--- src/rtl/rtc_pkg.sv ---
package rtc_pkg;
  localparam int NTIME = 7;
  typedef logic [7:0] byte_t;

  function automatic byte_t field_mask(input int idx);
    case (idx)
      0, 1:    field_mask = 8'h7F;
      2, 4:    field_mask = 8'h3F;
      3:       field_mask = 8'h07;
      5:       field_mask = 8'h1F;
      default: field_mask = 8'hFF;
    endcase
  endfunction

  function automatic byte_t roll_limit(input int idx);
    roll_limit = (idx == 2) ? 8'h23 : 8'h59;
  endfunction

  function automatic byte_t bcd_step(input byte_t v, input byte_t lim);
    if (v == lim)             bcd_step = 8'h00;
    else if (v[3:0] == 4'h9)  bcd_step = {v[7:4] + 4'h1, 4'h0};
    else                      bcd_step = v + 8'h01;
  endfunction
endpackage

--- src/rtl/rtc_byte_ram.sv ---
module rtc_byte_ram #(
  parameter int AW = 8
) (
  input  logic          clk,
  input  logic          rst_n,
  input  logic          wr,
  input  logic [AW-1:0] a,
  input  logic [7:0]    d,
  output logic [7:0]    q
);
  localparam int DEPTH = 1 << AW;
  logic [7:0] mem [DEPTH];

  always_ff @(posedge clk) begin
    if (wr) mem[a] <= d;
  end

  always_ff @(posedge clk or negedge rst_n) begin
    if (!rst_n) q <= '0;
    else        q <= mem[a];
  end
endmodule

--- src/rtl/rtc_counters.sv ---
module rtc_counters
  import rtc_pkg::*;
(
  input  logic                  clk,
  input  logic                  rst_n,
  input  logic                  tick,
  input  logic                  run,
  input  logic                  load,
  input  logic [NTIME-1:0][7:0] load_val,
  output logic [NTIME-1:0][7:0] cnt,
  output logic [NTIME-1:0][7:0] cnt_nxt
);
  localparam int NROLL = 3;
  logic [NROLL:0] carry;

  assign carry[0] = tick & run;

  for (genvar i = 0; i < NTIME; i++) begin : g_field
    if (i < NROLL) begin : g_roll
      assign cnt_nxt[i] = carry[i] ? bcd_step(cnt[i], roll_limit(i)) : cnt[i];
      assign carry[i+1] = carry[i] && (cnt[i] == roll_limit(i));
    end else begin : g_hold
      assign cnt_nxt[i] = cnt[i];
    end

    always_ff @(posedge clk or negedge rst_n) begin
      if (!rst_n)    cnt[i] <= '0;
      else if (load) cnt[i] <= load_val[i] & field_mask(i);
      else           cnt[i] <= cnt_nxt[i];
    end
  end

  assert_idle_hold_R2: assert property (@(posedge clk) disable iff (!rst_n)
    (!tick && !load) |=> $stable(cnt));
  assert_stopped_hold_R5: assert property (@(posedge clk) disable iff (!rst_n)
    (!run && !load) |=> $stable(cnt));
endmodule

--- src/rtl/rtc_shadow.sv ---
module rtc_shadow
  import rtc_pkg::*;
(
  input  logic                  clk,
  input  logic                  rst_n,
  input  logic                  wr_en,
  input  logic [2:0]            widx,
  input  logic [7:0]            wdata,
  input  logic                  tick,
  input  logic [NTIME-1:0][7:0] cnt_nxt,
  output logic [7:0]            ctrl,
  output logic [NTIME-1:0][7:0] vis,
  output logic                  load
);
  logic refresh;

  assign refresh = tick && !ctrl[7] && !ctrl[6];
  assign load    = wr_en && (widx == 3'd0) && ctrl[7] && !wdata[7];

  always_ff @(posedge clk or negedge rst_n) begin
    if (!rst_n)                      ctrl <= '0;
    else if (wr_en && widx == 3'd0)  ctrl <= wdata;
  end

  for (genvar i = 0; i < NTIME; i++) begin : g_vis
    always_ff @(posedge clk or negedge rst_n) begin
      if (!rst_n)
        vis[i] <= '0;
      else if (wr_en && widx == 3'(i + 1))
        vis[i] <= wdata;
      else if (refresh)
        vis[i] <= (vis[i] & ~field_mask(i)) | (cnt_nxt[i] & field_mask(i));
    end
  end

  assert_frozen_view_R3: assert property (@(posedge clk) disable iff (!rst_n)
    (ctrl[6] && !wr_en) |=> $stable(vis));
endmodule

--- src/rtl/rtc_regbank.sv ---
module rtc_regbank
  import rtc_pkg::*;
#(
  parameter int ADDR_W = 17,
  parameter int RAM_AW = 8
) (
  input  logic              clk,
  input  logic              rst_n,
  input  logic              sel,
  input  logic              oe,
  input  logic              we,
  input  logic [ADDR_W-1:0] addr,
  input  logic [7:0]        wdata,
  output logic [7:0]        rdata,
  output logic              rdata_en,
  input  logic              tick_1hz,
  input  logic              tick_512,
  input  logic              pwr_fail,
  output logic              pf_out_n
);
  localparam int WIN_W = ADDR_W - 3;

  logic                  acc, wr, rd, in_win;
  logic [2:0]            idx;
  logic [7:0]            ctrl, clk_byte, clk_byte_q, ram_q;
  logic [NTIME-1:0][7:0] vis, cnt, cnt_nxt;
  logic                  load, run, ft_act, ft_q, win_q;

  assign acc    = sel && !pwr_fail;
  assign wr     = acc && we;
  assign rd     = acc && !we;
  assign in_win = (addr[ADDR_W-1:3] == {WIN_W{1'b1}});
  assign idx    = addr[2:0];
  assign run    = !vis[0][7];
  assign ft_act = vis[3][6] && run;

  rtc_byte_ram #(.AW(RAM_AW)) ram_i (
    .clk(clk), .rst_n(rst_n), .wr(wr && !in_win),
    .a(addr[RAM_AW-1:0]), .d(wdata), .q(ram_q)
  );

  rtc_counters cnt_i (
    .clk(clk), .rst_n(rst_n), .tick(tick_1hz), .run(run), .load(load),
    .load_val(vis), .cnt(cnt), .cnt_nxt(cnt_nxt)
  );

  rtc_shadow shd_i (
    .clk(clk), .rst_n(rst_n), .wr_en(wr && in_win), .widx(idx),
    .wdata(wdata), .tick(tick_1hz), .cnt_nxt(cnt_nxt),
    .ctrl(ctrl), .vis(vis), .load(load)
  );

  always_comb begin
    if (idx == 3'd0)      clk_byte = ctrl;
    else if (idx == 3'd1) clk_byte = {vis[0][7:1], ft_act ? ft_q : vis[0][0]};
    else                  clk_byte = vis[idx - 3'd1];
  end

  always_ff @(posedge clk or negedge rst_n) begin
    if (!rst_n) begin
      ft_q       <= 1'b0;
      rdata_en   <= 1'b0;
      win_q      <= 1'b0;
      clk_byte_q <= '0;
      pf_out_n   <= 1'b1;
    end else begin
      if (!ft_act)       ft_q <= 1'b0;
      else if (tick_512) ft_q <= !ft_q;
      rdata_en   <= rd && oe;
      win_q      <= in_win;
      clk_byte_q <= clk_byte;
      pf_out_n   <= !pwr_fail;
    end
  end

  assign rdata = !rdata_en ? 8'h00 : (win_q ? clk_byte_q : ram_q);

  assert_read_gate_R1: assert property (@(posedge clk) disable iff (!rst_n)
    !(sel && !we && oe) |=> !rdata_en);
  assert_pf_no_read_R8: assert property (@(posedge clk) disable iff (!rst_n)
    pwr_fail |=> !rdata_en);
  assert_pf_no_write_R8: assert property (@(posedge clk) disable iff (!rst_n)
    (pwr_fail && !tick_1hz) |=> ($stable(ctrl) && $stable(vis)));
endmodule

--- config.mk ---
export PLATFORM = sky130hd
export DESIGN_NAME = rtc_regbank
export DESIGN_NICKNAME = d
export VERILOG_FILES = /design/src/rtl/rtc_pkg.sv /design/src/rtl/rtc_byte_ram.sv /design/src/rtl/rtc_counters.sv /design/src/rtl/rtc_shadow.sv /design/src/rtl/rtc_regbank.sv
export SDC_FILE = /design/constraint.sdc
export NUM_CORES = 2
export LEC_CHECK = 0
export ABC_AREA = 0
export CORE_MARGIN = 3
export CORE_UTILIZATION = 47
export CTS_CLUSTER_SIZE = 28
export DETAILED_ROUTE_END_ITERATION = 6
export GPL_ROUTABILITY_DRIVEN = 0
export HOLD_SLACK_MARGIN = 0.06
export PLACE_DENSITY = 0.68
export SETUP_SLACK_MARGIN = 0.5
export SYNTH_ARGS = -nofsm -noshare
export SYNTH_HDL_FRONTEND = slang
export SYNTH_SLANG_ARGS = --single-unit
--- constraint.sdc ---
create_clock -name clk -period 1.9 [get_ports clk]
set_input_delay 0.38 -clock clk [delete_from_list [all_inputs] [get_ports clk]]
set_output_delay 0.38 -clock clk [all_outputs]
set_load 0.03 [all_outputs]
==> flow_metrics.tcl <==
set metrics [dict create \
    yosys.area.top_type_share 0.7233 \
    final_cell_mix "edfxtp_1, mux4_2, buf_4" \
    cts_buffers 213 \
    htreeDepth 4 \
    power.density_nw_per_um2 945.1 \
    p_leak_nw 35.89 \
    drive_gt1_frac 0.4476 \
    place.port_buffers 42 \
    hold_buffers 13 \
    grt_first_pass_wirelength_um 327300 \
    tightestPinTransition_ps 696.7 \
    viasPerCell 6.097 \
    setup_viol 37 \
    grt_max_degree 108 \
    postSynthRegisterBits 2178 \
    synthTopCellsByArea "edfxtp_1, mux4_2, dfrtp_1" \
    cts.sinks 2178 \
    wl_per_cell_um 29.59 \
    grt_use_total 0.2406 \
    critPathKind "reg -> reg" \
    relSlewSlack 0.5355 \
    initial_utilization 0.4745 \
    final_common_cell "edfxtp_1" \
    crit_required_ps 2610 \
    postRouteAntennaNets 0 \
    skew_ps 38.19 \
    ys_seq_area_frac 0.7616 \
    clkLatencyLatePin_ps 850 \
    setup_slack_ps -421.6 \
    final_util 0.6102 \
    fin_nets 5130 \
    syn-num-nets 4244 \
    row_count 155 \
    critPathCaptureType "flip-flop" \
    nFillCells 12120 \
    critPathMaxStageDelay_ps 570 \
    coreArea_um2 179200 \
    cap_violations 0 \
    timing.final.crit_share 1.222 \
    wl_um 225400 \
    outcome "finished with violations" \
    final_hold_viol_count 0 \
    syn_inst 4194 \
    hold_slack_ps 46.71 \
    fmax_ghz 0.4307 \
    ios 43 \
    synth_largest_area_cell "edfxtp_1" \
    synthToLayoutAreaGrowth_pct 28.60 \
    synth-edff-count 2048 \
    synthFlopType "edfxtp_1" \
    clock_path_buffers 3 \
    slew_viol_final 0 \
    grt_pass1_vias 47090 \
    fin_crit_ps 2322 \
    arrival_ps 3040 \
    hp-class "in -> async" \
    overflow 0 \
    worstPathCellList "mux4_2 -> a22oi_2 -> a21oi_2 -> o41ai_4 -> buf_4 -> nand4_1" \
    crit_slowest_cell "o41ai_4" \
    root_buffer "clkbuf_16" \
    peakVddDrop_uv 754.3 \
    dr.pass1.iters 5 \
    dieArea_um2 186100 \
    die_h_um 431.3 \
    syn_area_um2 85030 \
    dieWidth_um 431.3 \
    antenna_found_initial 4 \
    vias 46450 \
    yosys_warnings 0 \
    drt_iter0_markers 5601 \
    synth_cell_types 56 \
    violations "setup timing" \
    remaining_drc_errors 0 \
    clk_pin_slew_ps 60 \
    syn_area_per_cell_um2 20.27 \
    cts_tree "yes" \
    async_reset_ff_frac 0.05969 \
    dp_hpwl_um 140400 \
    crit_fanout 2 \
    rsz0062_at_grt "true" \
    start_kind "flip-flop" \
]
cell families after synthesis:
logic type	count (synthesis)	share of synthesized area
xor gates and xnor gates	4	0.0004120
and+or+nand+nor	530	0.02740
muxes	622	0.1509
buffers and inverters	292	0.01402
adders and majority gates	17	0.002502
AOI/OAI and AO/OA	551	0.04317
DFF	2178	0.7616
state kept, by name (all words and copies together) (netlist names):
name / count
rdata_en: 1
ram_i.q: 8
win_q: 1
cnt_i.cnt: 46
shd_i.ctrl: 8
ft_q: 1
clk_byte_q: 8
shd_i.vis: 56
ram_i.mem: 2048
pf_out_n: 1
where the power goes:
part / total [mW] / switching [mW] / internal [mW]
combinational: 7.30 / 4.04 / 3.26
clock: 43.1 / 18.2 / 24.9
sequential: 52.9 / 0.248 / 52.7
cells in the mapped netlist, types with 8 or more instances:
library cell and instances:
edfxtp_1 2048, mux4_2 520, nor2_1 318, a22oi_1 265
clkbuf_1 172, a21oi_1 171, dfrtp_1 129, nand2_1 106
mux2_2 79, buf_2 53, buf_1 35, o41ai_1 33
a31oi_1 30, inv_1 28, mux2i_1 21, nand4_1 20
o21ai_0 20, nor2b_1 18, ha_1 17, nor3_1 8
o22ai_1 8
critical path: cells and delay by family (launching register included):
kind                   cells  cell delay (ps)
AO/OA/AOI/OAI              3             1000
multiplexers               1              490
flip-flops                 1              370
buffers and inverters      1              240
AND/OR/NAND/NOR            1               80
layout make-up:
type                       instances  area (um^2)  area share
sequential                      2178        64760      0.5923
multi-input combinational       1724        22780      0.2083
timing repair buffer             935        11520      0.1054
clock buffer                     252         5497     0.05027
tap                             2355         2947     0.02695
clock inverter                   144         1719     0.01572
inverter                          28        117.6    0.001076
antenna                            2        5.005  0.00004577
metal layers:
| metal | part of all wire | up-vias | track usage | routed length, um |
|---|---|---|---|---|
| met5 | 0.000049 | - | 0 | 11 |
| met4 | 0.035 | 2 | 0.08343 | 7968 |
| met3 | 0.080 | 368 | 0.04152 | 18030 |
| met2 | 0.49 | 2164 | 0.3830 | 109900 |
| met1 | 0.40 | 24630 | 0.3397 | 89470 |
| li1 | - | 19280 | - | - |
what timing repair did:
action | 4_1_cts | 5_1_grt
cloned | 15 | 12
endpoints found under the setup margin | 2184 | 1959
pin swaps | 166 | 110
gates resized for setup | 527 | 210
endpoints found under the hold margin | 367 | 27
setup buffers | 78 | 48
final timing paths:
path / start / to / slack (ps) / cells after the start
max reg2reg: ram_i.mem[104][6] / ram_i.q[6] / -420 / 6
min reg2reg: shd_i.ctrl[2] / shd_i.ctrl[2] / 500 / 2
min: rst_n / cnt_i.cnt[7] / 50 / 2
min in group clk: addr[10] / win_q / 130 / 4
max in group asynchronous: rst_n / shd_i.vis[4] / 500 / 3
max: ram_i.mem[104][6] / ram_i.q[6] / -420 / 6
metrics by stage:
step	TNS (ps)	cells	total power, mW	instance area (um^2)	worst slack [ps]
2_1_floorplan	-431520	4194	56.72	87060	-425.7
3_3_place_gp	-1635280	7054	59.95	97170	-1777
3_5_place_dp	-1648360	7054	60.05	97170	-1779
4_1_cts	-6331	7556	103.5	107800	-437.8
5_1_grt	-9187	7616	106.3	109300	-462.7
6_report	-6558	7618	103.3	109300	-421.6
Note: power is estimated with default switching activity, not from simulation.
